$ cat src/rtl/plane_rop_unit.sv
module plane_rop_unit #(
  parameter  int DW   = 8,
  parameter  int AW   = 15,
  parameter  int NPL  = 4,
  parameter  int PCW  = 3,
  parameter  int SELW = 4,
  localparam int PLW  = (NPL > 1) ? $clog2(NPL) : 1
) (
  input  logic            clk,
  input  logic            rst_n,
  input  logic            reg_we,
  input  logic [SELW-1:0] reg_sel,
  input  logic [DW-1:0]   reg_wdata,
  input  logic            trig,
  input  logic [AW-1:0]   trig_addr,
  input  logic            mode400,
  input  logic [PCW-1:0]  plane_cnt,
  output logic            mem_rd,
  output logic            mem_wr,
  output logic [PLW-1:0]  mem_plane,
  output logic [AW-1:0]   mem_addr,
  output logic [DW-1:0]   mem_wdata,
  input  logic [DW-1:0]   mem_rdata,
  output logic            busy,
  output logic            done
);

  localparam int SEL_CMD  = 0;
  localparam int SEL_COL  = 1;
  localparam int SEL_MASK = 2;
  localparam int SEL_SKIP = 3;
  localparam int SEL_STAT = 4;
  localparam int SEL_TILE = 8;

  localparam logic [2:0] OP_PSET  = 3'd0;
  localparam logic [2:0] OP_BLANK = 3'd1;
  localparam logic [2:0] OP_OR    = 3'd2;
  localparam logic [2:0] OP_AND   = 3'd3;
  localparam logic [2:0] OP_XOR   = 3'd4;
  localparam logic [2:0] OP_NOT   = 3'd5;
  localparam logic [2:0] OP_TILE  = 3'd6;
  localparam logic [2:0] OP_NONE  = 3'd7;

  typedef enum logic [1:0] {S_IDLE, S_RD, S_WR, S_FIN} state_t;

  state_t            st_q;
  logic [DW-1:0]     cmd_q, col_q, msk_q, skip_q, stat_q;
  logic [DW-1:0]     tile_q [NPL];
  logic [NPL-1:0]    pend_q;
  logic [PLW-1:0]    pl_q;
  logic [AW-1:0]     addr_q;
  logic              a400_q;

  logic [NPL-1:0]    cand, rest;
  logic [PCW-1:0]    lim;
  logic [2:0]        op;
  logic              colour, accept;
  logic [DW-1:0]     newb, masked;

  function automatic logic [PLW-1:0] first_set(input logic [NPL-1:0] v);
    first_set = '0;
    for (int i = NPL - 1; i >= 0; i--)
      if (v[i]) first_set = PLW'(i);
  endfunction

  always_ff @(posedge clk) begin
    if (!rst_n) begin
      cmd_q  <= '0;
      col_q  <= '0;
      msk_q  <= '0;
      skip_q <= '0;
      stat_q <= '0;
    end else if (reg_we) begin
      case (int'(reg_sel))
        SEL_CMD:  cmd_q  <= reg_wdata;
        SEL_COL:  col_q  <= reg_wdata;
        SEL_MASK: msk_q  <= reg_wdata;
        SEL_SKIP: skip_q <= reg_wdata;
        SEL_STAT: stat_q <= reg_wdata;
        default: ;
      endcase
    end
  end

  for (genvar g = 0; g < NPL; g++) begin : g_tile
    always_ff @(posedge clk) begin
      if (!rst_n)
        tile_q[g] <= '0;
      else if (reg_we && int'(reg_sel) == SEL_TILE + g)
        tile_q[g] <= reg_wdata;
    end
  end

  assign lim = (int'(plane_cnt) > NPL) ? PCW'(NPL) : plane_cnt;

  always_comb begin
    for (int i = 0; i < NPL; i++)
      cand[i] = (i < int'(lim)) && !skip_q[i];
  end

  assign op     = cmd_q[2:0];
  assign accept = (st_q == S_IDLE) && trig && cmd_q[7];
  assign rest   = pend_q & ~(NPL'(1) << pl_q);

  always_ff @(posedge clk) begin
    if (!rst_n) begin
      st_q   <= S_IDLE;
      pend_q <= '0;
      pl_q   <= '0;
      addr_q <= '0;
      a400_q <= 1'b0;
    end else begin
      case (st_q)
        S_IDLE: if (accept) begin
          addr_q <= trig_addr;
          a400_q <= mode400;
          pend_q <= cand;
          pl_q   <= first_set(cand);
          st_q   <= (op == OP_NONE || cand == '0) ? S_FIN : S_RD;
        end
        S_RD: st_q <= S_WR;
        S_WR: begin
          pend_q <= rest;
          pl_q   <= first_set(rest);
          st_q   <= (rest == '0) ? S_FIN : S_RD;
        end
        default: st_q <= S_IDLE;
      endcase
    end
  end

  assign colour = col_q[pl_q];

  always_comb begin
    case (op)
      OP_PSET:  newb = {DW{colour}};
      OP_BLANK: newb = '0;
      OP_OR:    newb = mem_rdata | {DW{colour}};
      OP_AND:   newb = mem_rdata & {DW{colour}};
      OP_XOR:   newb = mem_rdata ^ {DW{colour}};
      OP_NOT:   newb = ~mem_rdata;
      OP_TILE:  newb = tile_q[pl_q];
      default:  newb = mem_rdata;
    endcase
  end

  assign masked = (mem_rdata & msk_q) | (newb & ~msk_q);

  always_comb begin
    if (!cmd_q[6])
      mem_wdata = masked;
    else if (cmd_q[5])
      mem_wdata = (mem_rdata & stat_q) | (masked & ~stat_q);
    else
      mem_wdata = (masked & stat_q) | (mem_rdata & ~stat_q);
  end

  assign mem_rd    = (st_q == S_RD);
  assign mem_wr    = (st_q == S_WR);
  assign mem_plane = pl_q;
  assign mem_addr  = a400_q ? addr_q : {1'b0, addr_q[AW-2:0]};
  assign busy      = (st_q != S_IDLE);
  assign done      = (st_q == S_FIN);

endmodule

$ cat config.mk
export PLATFORM = sky130hd
export DESIGN_NAME = plane_rop_unit
export DESIGN_NICKNAME = d
export VERILOG_FILES = /design/src/rtl/plane_rop_unit.sv
export SDC_FILE = /design/constraint.sdc
export NUM_CORES = 1
export LEC_CHECK = 0
export ABC_AREA = 1
export BUFFER_PORTS_ARGS = -buffer_cell sky130_fd_sc_hd__buf_4
export CORE_MARGIN = 5
export CORE_UTILIZATION = 47
export CTS_CLUSTER_DIAMETER = 40
export DETAILED_ROUTE_END_ITERATION = 10
export GPL_TIMING_DRIVEN = 0
export HOLD_SLACK_MARGIN = 0.02
export PLACE_DENSITY = 0.68
export REMOVE_ABC_BUFFERS = 1
export SYNTH_ARGS = -nofsm -noshare
export SYNTH_HDL_FRONTEND = slang
export SYNTH_SLANG_ARGS = --single-unit
$ cat constraint.sdc
create_clock -name clk -period 5.65 [get_ports clk]
set_clock_uncertainty 0.1 [all_clocks]
set_input_delay 0.2825 -clock clk [delete_from_list [all_inputs] [get_ports clk]]
set_output_delay 0.2825 -clock clk [all_outputs]
set_load 0.05 [all_outputs]
# Word level (Yosys, flattened, before mapping)

Memory sizes are Yosys's and may differ from the RTL's. A register that Yosys moved wholly into a read port is not among the register bits.
Index checks and enable logic that the tools add are counted.

Register bits after elaboration: 56
RAM bits: 32
Output and inout port bits: 29
Word-level logic and storage cells: 129
Memories kept: 1

Memory list:

| memory | depth | bits a word | read ports | clocked after memory_dff | wr ports | line | RTL |
|---|---|---|---|---|---|---|---|
| tile_q | 4     | 8           | 1          | 1                        | 4        | 48   | `logic [DW-1:0] tile_q [NPL];` |

Magnitude comparators: 6
Equal/unequal tests: 19
Shifts and indexed selects: 1
Multiplexer cells: 42
Bitwise logic cells: 21
Reductions and logical operators: 29

Operators with widths:

| kind               | count |
|---|---|
| $and 8x8->8        | 7 |
| $pmux 8 s7         | 1 |
| $mux 8             | 6 |
| $or 8x8->8         | 4 |
| $mux 2             | 14 |
| $not 8->8          | 3 |
| $eq 4x4->1 const B | 4 |
| $mux 15            | 1 |
| $mux 1             | 14 |
| $reduce_and 2->1   | 7 |
| $eq 3x3->1 const B | 4 |
| $logic_not 4->1    | 3 |
| $logic_and 1x1->1  | 10 |
| $eq 4x2->1 const B | 2 |
| $pmux 4 s2         | 1 |
| $xor 8x8->8        | 1 |
| $eq 3x2->1 const B | 2 |
| $lt 1x3->1 const A | 2 |
| $lt 2x3->1 const A | 2 |
| $pmux 2 s3         | 1 |
| $and 4x4->4        | 1 |
| $eq 2x2->1 const B | 2 |
| $eq 4x1->1 const B | 1 |
| $eq 4x3->1 const B | 1 |
| 17 further kinds   | 24 |

# Depth between registers and ports, before layout

Gate-level depths: netlist of the first run.

Word-level depth: 12
Mapped depth: 14
Mapped depth without buffers: 14

# Least setup slack after synthesis of the first run

OpenSTA, ideal clock, no wires.

Kind: reg2out
From: reg pl_q[0], in the netlist mem_plane[0]
To: out mem_wdata[1]
Arrival: 2504 ps
Data required time: 5268 ps
Setup slack: 2764 ps
Cell stages (with the launch flop): 13
Cells stage by stage: dfxtp_1 > nand2_1 > nand2_1 > nand2_1 > nand2_1 > inv_1 > ha_1 > nand3_1 > nand2_1 > nor2_1 > nand2_1 > nor2_1 > nor2_1

Longest elaborated chain between the ends: 10
Elaborated cells between the ends (all ways): 14
Classes of those cells: mux (5); bitwise (9)

Ends and longest elaborated chain:

| element                             | line     | RTL |
|---|---|---|
| from (decl)                         | 50       | `logic [PLW-1:0] pl_q;` |
| from (signal assigned)              | 118      | `pl_q <= first_set(cand);` |
| from (signal assigned)              | 124      | `pl_q <= first_set(rest);` |
| $bmux 1 s2 (*)                      | 132      | `assign colour = col_q[pl_q];` |
| $mux 1 (implied by the code) (*)    | 132      |  |
| $xor 8x8->8 (tied with other cells) | 140      | `OP_XOR: newb = mem_rdata ^ {DW{colour}};` |
| $pmux 8 s7 (*)                      | 135      | `case (op)` |
| $and 8x8->8 (*)                     | 147      | `assign masked = (mem_rdata & msk_q) \| (newb & ~msk_q);` |
| $or 8x8->8 (*)                      | 147      |  |
| $and 8x8->8 (on tied branches)      | 155, 153 |  |
| $or 8x8->8 (on tied branches)       | 155, 153 |  |
| $mux 8                              | 152      | `else if (cmd_q[5])` |
| $mux 8 (*)                          | 150      | `if (!cmd_q[6])` |
| to (decl)                           | 22       | `output logic [DW-1:0] mem_wdata,` |

Every way passes the cells marked *; elsewhere a longest branch is shown, timed or not. The select of a mux whose other input is x is not followed.

# Final worst setup path of the first run

From: reg pl_q[0], in the netlist mem_plane[0]
To: out mem_wdata[3]

The elaborated chain is that of the path after synthesis.

==> results.md, run 1 <==
Run status:
- The flow ran to the end, and the final reports show no timing, DRC or antenna violations.

Yosys:
- Among all flip-flop cells after synthesis, the most frequent one is sky130_fd_sc_hd__dfxtp_1.
- Ranked by instance count, the synthesized netlist is headed by 137 x sky130_fd_sc_hd__nand2_1, 115 x sky130_fd_sc_hd__nor2_1, 70 x sky130_fd_sc_hd__inv_1, 56 x sky130_fd_sc_hd__dfxtp_1.
- The cell taking the most area after synthesis is sky130_fd_sc_hd__dfxtp_1.
- The number of warnings printed during yosys synthesis is 0.
- The sequential fraction of the synthesis area is 0.439.
- The post-synthesis instance area is 0.00474 mm2.
- For this run, asynchronously set or reset flops after synthesis account for 0.
- The count of unique library cells instantiated by Yosys is 28.
- Counting every instance in the synthesized netlist gives 648.
- The most numerous cell in the Yosys netlist is sky130_fd_sc_hd__nand2_1.
- The number of enable-type register cells in the synthesized netlist is 32.
- Of the post-synthesis cell area, the dominant cell type holds 0.237.
- After synthesis, the mean cell area works out to 7.31 um2.
- In this run, synthesis produced a sequential element count of 88.
- Ranked by total cell area, the synthesized netlist is headed by sky130_fd_sc_hd__dfxtp_1 24%, sky130_fd_sc_hd__edfxtp_1 20%, sky130_fd_sc_hd__nand2_1 11%.

Route:
- The detail-routed via count per cell is 5.05.
- For this block, the via count after detailed routing is 4208.
- After detailed routing, the total wire length is 11200 um.
- The detailed router finished its first iteration with 236 violations.
- In the routed design, unresolved DRC markers number 0.
- The number of iterations in the first detailed-routing pass is 5.
- The number of antenna-violating nets in the routed design is 0.
- The average wire per cell in the routed design is 13.5 um.

Clock tree:
- The buffers inserted during post-CTS setup optimization is 0.
- The root buffer cell is sky130_fd_sc_hd__clkbuf_8.
- TritonCTS built the clock tree.
- The number of instances resized during post-cts repair is 0.
- The number of hold buffers added after CTS was 0.
- Clock tree synthesis inserted a total of 9 buffers.
- The maximum count of clock buffers along a single path is 2.
- The clock slew at the register clock pins of the worst setup and hold paths is 0.10 ns.
- The count of clock tree sinks is 88.
- The later pin in the worst-skew pair is clocked with a latency of 0.35 ns.
- The number of levels the H-tree was split into is 3.

Power and ir drop:
- The design draws 1.28 mW.
- The maximum resistive drop on vdd is 168 uV.
- In this run the power density over the cells is 236 mW/mm2.
- The leakage component of the power is 2.57 nW.

Worst setup path:
- The endpoint identified for the worst register-to-register timing path is mem_plane[1].
- The data arrival time of the worst path is 2.72 ns.
- The critical path in this run is classified as reg2out.
- The setup check on the worst reg-to-reg path leaves a slack of 3.42 ns.
- The type of element capturing the critical path is an output pin.
- The worst register-to-register path has a depth of 5.
- Data on the critical path is required at its endpoint by 5.27 ns.
- The maximum fanout along the worst path is 10.
- The nature of the critical path startpoint is a register.
- The source of the worst register-to-register timing path is st_q[1].

STA:
- The minimum clock period after layout is 3.10 ns.
- Setup total negative slack on the finished layout was measured at 0 ns.
- The final max-slew violation count came to 0.
- At the pin with the least slew margin, the transition time is 0.668 ns.
- The normalized max-slew margin is 0.554.
- Setup violations remaining at the end of the flow were counted as 0.
- Setup repair after global routing left no endpoint under its margin.
- The final critical-path share of the clock period is 0.548.
- The worst hold slack is 0.0702 ns.
- The maximum clock frequency is 323 MHz.
- The total count of hold-check failures in the final report is 0.

Floorplan:
- The floorplan step set the die height to 110 um.
- For this design the top-level I/O count stands at 72.
- The die span in x is 110 um.
- The total area inside the core boundary comes to 0.00982 mm2.
- The starting utilization of the core area is 0.483.
- The floorplan step defined a die boundary enclosing 0.0122 mm2.
- The initialized floorplan defines 36 standard-cell rows.

Worst hold path:
- The worst hold path stage count is 3.
- The min-delay analysis places its worst path in the category in2reg.
- The endpoint with the worst hold slack is a400_q.
- In this run the most critical hold path is launched from mode400.

Layout:
- The antenna diode count is 0.
- Of the cells placed in the final design, the portion with a size suffix greater than 1 is 0.149.
- Across the whole layout, storage elements account for 0.00208 mm2.
- The summed area of non-filler cells in the final layout is 0.00541 mm2.
- The final net count is 754.
- Relative to the synthesized area, the layout overhead comes to 14.2%.
- The number of filler instances in the final layout is 983.
- The final cell utilization of the core is 0.551.
- The total area of multi-input combinational cells is 0.00215 mm2.

Run:
- Across the run, the number of max-cap violations was 0.

Place:
- The HPWL after detailed placement is 8200 um.
- The final weighted congestion in routability-driven placement is 0.846.
- The area after detailed placement is 0.00521 mm2.
- Input and output buffers added on the ports amount to 71.

Global route:
- The first global-routing pass estimated 19200 um of wire.
- The number of global-route vias before repair was 3992.
- The overflow left after global routing is 0.
- Entering global routing, the biggest net connects 56 pins.
- In the global route stage, overall resource usage came out at 0.188.
- The number of antenna violations at the first check in global routing is 0.
-- per-layer routing --
metal | vias to the layer above | wire length [um] | share of wire | track usage
li1 | 2163 | - | - | -
met1 | 1918 | 4960 | 0.44 | 0.247
met2 | 116 | 5370 | 0.48 | 0.309
met3 | 11 | 786 | 0.070 | 0.0525
met4 | 0 | 119 | 0.011 | 0.0419
met5 | - | 0 | 0 | 0
-- critical path, stage by stage, from the launching register on --
cell and delay (ns):
sky130_fd_sc_hd__dfxtp_1 0.45, sky130_fd_sc_hd__inv_1 0.15, sky130_fd_sc_hd__nand2_1 0.09, sky130_fd_sc_hd__nand2_1 0.05
sky130_fd_sc_hd__nand2_1 0.05, sky130_fd_sc_hd__nand2_1 0.28, sky130_fd_sc_hd__inv_1 0.36, sky130_fd_sc_hd__ha_1 0.30
sky130_fd_sc_hd__nand3_1 0.08, sky130_fd_sc_hd__nand2_1 0.05, sky130_fd_sc_hd__nor2_1 0.11, sky130_fd_sc_hd__nand2_1 0.06
sky130_fd_sc_hd__nor2_1 0.10, sky130_fd_sc_hd__nor2_1 0.05, sky130_fd_sc_hd__buf_4 0.18
-- layout by cell type, fill, tap and decap left out, types with 16 or more instances in the layout --
master	n
sky130_fd_sc_hd__nand3_1	51
sky130_fd_sc_hd__nand2_1	137
sky130_fd_sc_hd__o21ai_0	51
sky130_fd_sc_hd__inv_1	70
sky130_fd_sc_hd__ha_1	16
sky130_fd_sc_hd__dfxtp_1	56
sky130_fd_sc_hd__edfxtp_1	32
sky130_fd_sc_hd__a21oi_1	51
sky130_fd_sc_hd__buf_4	71
sky130_fd_sc_hd__nor2_1	115
-- state kept, by name (all words and copies together) (netlist names), named ones only --
name	cells
a400_q	1
tile_q	32
msk_q	8
cmd_q	6
addr_q	15
mem_plane	2
col_q	4
pend_q	4
skip_q	4
stat_q	8
st_q	2
-- cell type report --
| cell class | instances | share of cell area |
|---|---|---|
| Timing Repair Buffer | 71 | 0.0985 |
| Clock inverter | 6 | 0.0136 |
| Tap cell | 133 | 0.0307 |
| Multi-Input combinational cell | 450 | 0.397 |
| Sequential cell | 88 | 0.385 |
| Inverter | 75 | 0.0520 |
| Clock buffer | 10 | 0.0238 |
-- per-stage QoR --
stage / instances / setup slack, ns
3_5_place_dp: 817 / 2.94
5_1_grt: 833 / 2.30
6_report: 833 / 2.55
4_1_cts: 833 / 2.54
2_1_floorplan: 613 / 2.76
3_3_place_gp: 817 / 3.00
-- how the worst max path moves through the flow --
| stage | slack (ns) | endpoint | cells after the start | start |
|---|---|---|---|---|
| floorplan | 2.76 | mem_wdata[1] | 12 | mem_plane[0] |
| global placement | 3.00 | mem_wdata[7] | 14 | mem_plane[0] |
| detailed placement | 2.94 | mem_wdata[3] | 14 | mem_plane[0] |
| CTS | 2.54 | mem_wdata[3] | 14 | mem_plane[0] |
| global route | 2.30 | mem_wdata[3] | 14 | mem_plane[0] |
| finish | 2.55 | mem_wdata[3] | 14 | mem_plane[0] |
-- cells by family (layout without fill, tap and decap cells) --
kind of cell / Yosys count / after routing / share of synthesized area
AO/OA/AOI/OAI: 105 / 105 / 0.112
buffers and inverters: 110 / 162 / 0.108
AND/OR/NAND/NOR: 329 / 329 / 0.299
flip-flops: 88 / 88 / 0.439
adder cells (fa/ha/maj): 16 / 16 / 0.0422
-- where the power goes --
group / switching, mW / internal [mW]
combinational: 0.0911 / 0.0486
sequential: 0.00900 / 0.675
clock: 0.239 / 0.214
No activity file was read; power rests on OpenSTA's default activity.
==> inputs of run 2 (changes only) <==
==> constraint.sdc (replaced) <==
create_clock -name clk -period 3 [get_ports clk]
set_clock_uncertainty 0.1 [all_clocks]
set_input_delay 0.15 -clock clk [delete_from_list [all_inputs] [get_ports clk]]
set_output_delay 0.15 -clock clk [all_outputs]
set_load 0.05 [all_outputs]
==> results.md, run 2 (synthesis results as in run 1) <==
Clock tree:
- The number of buffers created by CTS is 9 (unchanged).
- The clock slew at the register clock pins of the worst setup and hold paths was 0.09 ns (about the same).
- The clock insertion delay at the later pin of the skew report is 0.35 ns (about the same).
- TritonCTS built the clock tree.
- The root buffer cell is sky130_fd_sc_hd__clkbuf_8.
- The buffers inserted during post-CTS setup optimization is 0 (unchanged).
- The maximum count of clock buffers along a single path is 2 (unchanged).
- The count of clock tree sinks is 88 (unchanged).
- The number of levels the H-tree was split into is 3 (unchanged).

Worst setup path:
- The signal on the critical path passes through inv_1 -> nand2_1 -> nand2_1 -> nand2_1 -> nand2_2 -> inv_2 -> ha_1 -> nand3_1 -> nand2_1 -> nor2_1 -> nand2_1 -> nor2_1 -> nor2_1 -> buf_4.
- STA classifies the critical path endpoint as an output pin.
- The required time of the critical path was 2.75 ns (-2.52 ns).
- The highest cell delay on the worst timing path is 0.46 ns (about the same).
- The data arrival time of the worst path is 2.47 ns (-0.25 ns).
- For this design, the slowest cell found on the critical path is sky130_fd_sc_hd__dfxtp_1.
- The type of the worst setup path is reg2out.
- The nature of the critical path startpoint is a register.
- The cell count of the worst reg-to-reg path is 5 (unchanged).
- The most used cell along the critical path is sky130_fd_sc_hd__nand2_1.
- The maximum fanout along the worst path was 10 (unchanged).

Route:
- The number of antenna-violating nets in the routed design is 0 (unchanged).
- The average wire per cell in the routed design is 13.6 um (+0.61%).
- The DRC violation count after routing is 0 (unchanged).
- The total length of routed wires is 11600 um (+3.4%).
- The number of iterations in the first detailed-routing pass is 5 (unchanged).
- The number of DRC markers in iteration 0 was 254 (+7.6%).
- The detail-routed via count per cell is 5.05 (about the same).
- The overall via count from detail_route came to 4324 (+2.8%).

Layout:
- The number of flip-flops in the largest register is 32 (unchanged).
- The final cell utilization of the core was 0.575 (+0.0237).
- Leaving out fill and tap cells, the most frequent cells in the layout are 136 x sky130_fd_sc_hd__nand2_1, 115 x sky130_fd_sc_hd__nor2_1, 71 x sky130_fd_sc_hd__buf_4.
- Leaving out fill and tap cells, the most frequent cell in the layout is sky130_fd_sc_hd__nand2_1.
- The area added between synthesis and finish is 19.1%.
- The number of filler instances in the final layout is 954 (-3.0%).
- The number of cells in the finished layout apart from fillers is 856 (+2.8%).
- The largest registers in the layout are tile_q: 32 flops, addr_q: 15 flops.
- The final net count was 777 (+3.1%).
- The largest register by flop count is tile_q.
- The fraction of final layout cells with drive strength greater than 1 was 0.147 (-0.00196).
- The summed area of non-filler cells in the final layout was 0.00565 mm2 (+4.3%).
- The antenna diode count is 0 (unchanged).

STA:
- The number of setup violations in the final report is 0 (unchanged).
- The minimum clock period after layout is 2.72 ns.
- Setup repair after global routing left no endpoint under its margin.
- The normalized max-slew margin is 0.555 (+0.00110).
- The total count of hold-check failures in the final report is 0 (unchanged).
- The measured slew at the worst slew-check pin is 0.666 ns (-0.00165 ns).
- The final max-slew violation count is 0 (unchanged).
- In the finished design, the share of the clock period the worst path needs comes to 0.906.
- The setup TNS is 0 ns (unchanged).
- The worst hold slack is 0.0407 ns (-0.0295 ns).
- The final critical-path setup slack is 0.282 ns (-2.27 ns).
- Timing would allow up to 368 MHz.

Floorplan:
- The core outline area came to 0.00982 mm2 (unchanged).
- The height of the die is 110 um (unchanged).
- The area of the die is 0.0122 mm2 (unchanged).
- The die span in x is 110 um (unchanged).
- The top-level port count is 72 (unchanged).
- The starting utilization of the core area came to 0.483 (unchanged).
- The number of cell rows is 36 (unchanged).

Run status:
- The flow ran to the end, and the final reports show no timing, DRC or antenna violations.

Global route:
- The total track usage came to 0.195 (+0.00750).
- The number of global-route vias before repair came to 4133 (+3.5%).
- The pin count of the biggest net entering global routing is 56 (unchanged).
- The number of antenna violations at the first check in global routing was 0 (unchanged).
- The overflow left after global routing is 0 (unchanged).
- The first-pass GRT wire length is 20000 um (+4.0%).

Place:
- The final weighted congestion in routability-driven placement is 0.846 (unchanged).
- The half-perimeter wire length after placement was 8200 um (unchanged).
- The count of placed standard cells including taps is 817 (unchanged).
- The area after detailed placement came to 0.00521 mm2 (unchanged).
- The total of buffers placed on input and output ports is 71 (unchanged).
- The pre-CTS setup slack is 0.427 ns (-2.52 ns).

Power and ir drop:
- The internal power is 1.79 mW (+90%).
- The sequential fraction of design power was 0.529 (-0.007).
- The leakage component of the power is 2.67 nW (+3.7%).
- The share of power burned in combinational logic is 0.119 (+0.010).
- The power density over the cells is 431 mW/mm2 (+83%).
- The post-layout total power is 2.43 mW (+91%).
- The total net switching power is 0.649 mW (+91%).
- The maximum resistive drop on vdd is 273 uV (+63%).
- The clock share of power is 0.352 (-0.003).
- The switching part of the total is 0.267 (+0.000770).

Worst hold path:
- The worst hold path stage count is 3 (unchanged).
- The min-delay analysis places its worst path in the category in2reg.

Run:
- The max-capacitance violation count was 0 (unchanged).
==> run 2: cell count changes in the layout (fill, tap and decap cells not counted), sizes merged <==
cell / before / now
dlygate4sd3: 0 / 23
==> run 2: repair_timing <==
item | in CTS | in global routing
endpoints found under the setup margin | 0 | 8
hold buffers | 23 | 0
resized for setup | 0 | 2
endpoints found under the hold margin | 29 | 0
==> run 2: worst paths after layout <==
| kind | start | end | slack (ns) |
|---|---|---|---|
| min reg2reg | cmd_q[7] | cmd_q[7] | 0.36 |
| max reg2reg | st_q[1] | mem_plane[1] | 0.77 |
| min | reg_wdata[4] | stat_q[4] | 0.04 |
| max | mem_plane[0] | mem_wdata[3] | 0.28 |
==> run 2: per-layer routing <==
| metal | vias to the layer above | global-route usage | routed length (um) |
|---|---|---|---|
| met5 | - | 0 | 0 |
| li1 | 2210 | - | - |
| met2 | 125 | 0.328 | 5640 |
| met3 | 11 | 0.0514 | 734 |
| met4 | 0 | 0.0419 | 118 |
| met1 | 1978 | 0.254 | 5120 |
==> run 2: layout make-up <==
class,instances,area [um2],share of cell area
Sequential cell,88,2080,0.369
Tap cell,133,166,0.0295
Multi-Input combinational cell,450,2150,0.381
Clock inverter,6,73.8,0.0131
Inverter,75,282,0.0499
Clock buffer,10,129,0.0228
Timing Repair Buffer,94,763,0.135
==> run 2: power groups by stage <==
stage / registers [mW] / clock network, mW / logic (mW)
floorplan: 1.32 / 0 / 0.145
finish: 1.29 / 0.857 / 0.289
global placement: 1.32 / 0 / 0.257
global route: 1.29 / 0.928 / 0.321
detailed placement: 1.32 / 0 / 0.264
CTS: 1.29 / 0.871 / 0.288
==> run 2: worst max-delay path, delay by kind of cell (launching register included) <==
kind / cells / cell delay, ns
adders and majority gates: 1 / 0.26
buffers and inverters: 3 / 0.55
DFF: 1 / 0.46
and+or+nand+nor: 10 / 0.83
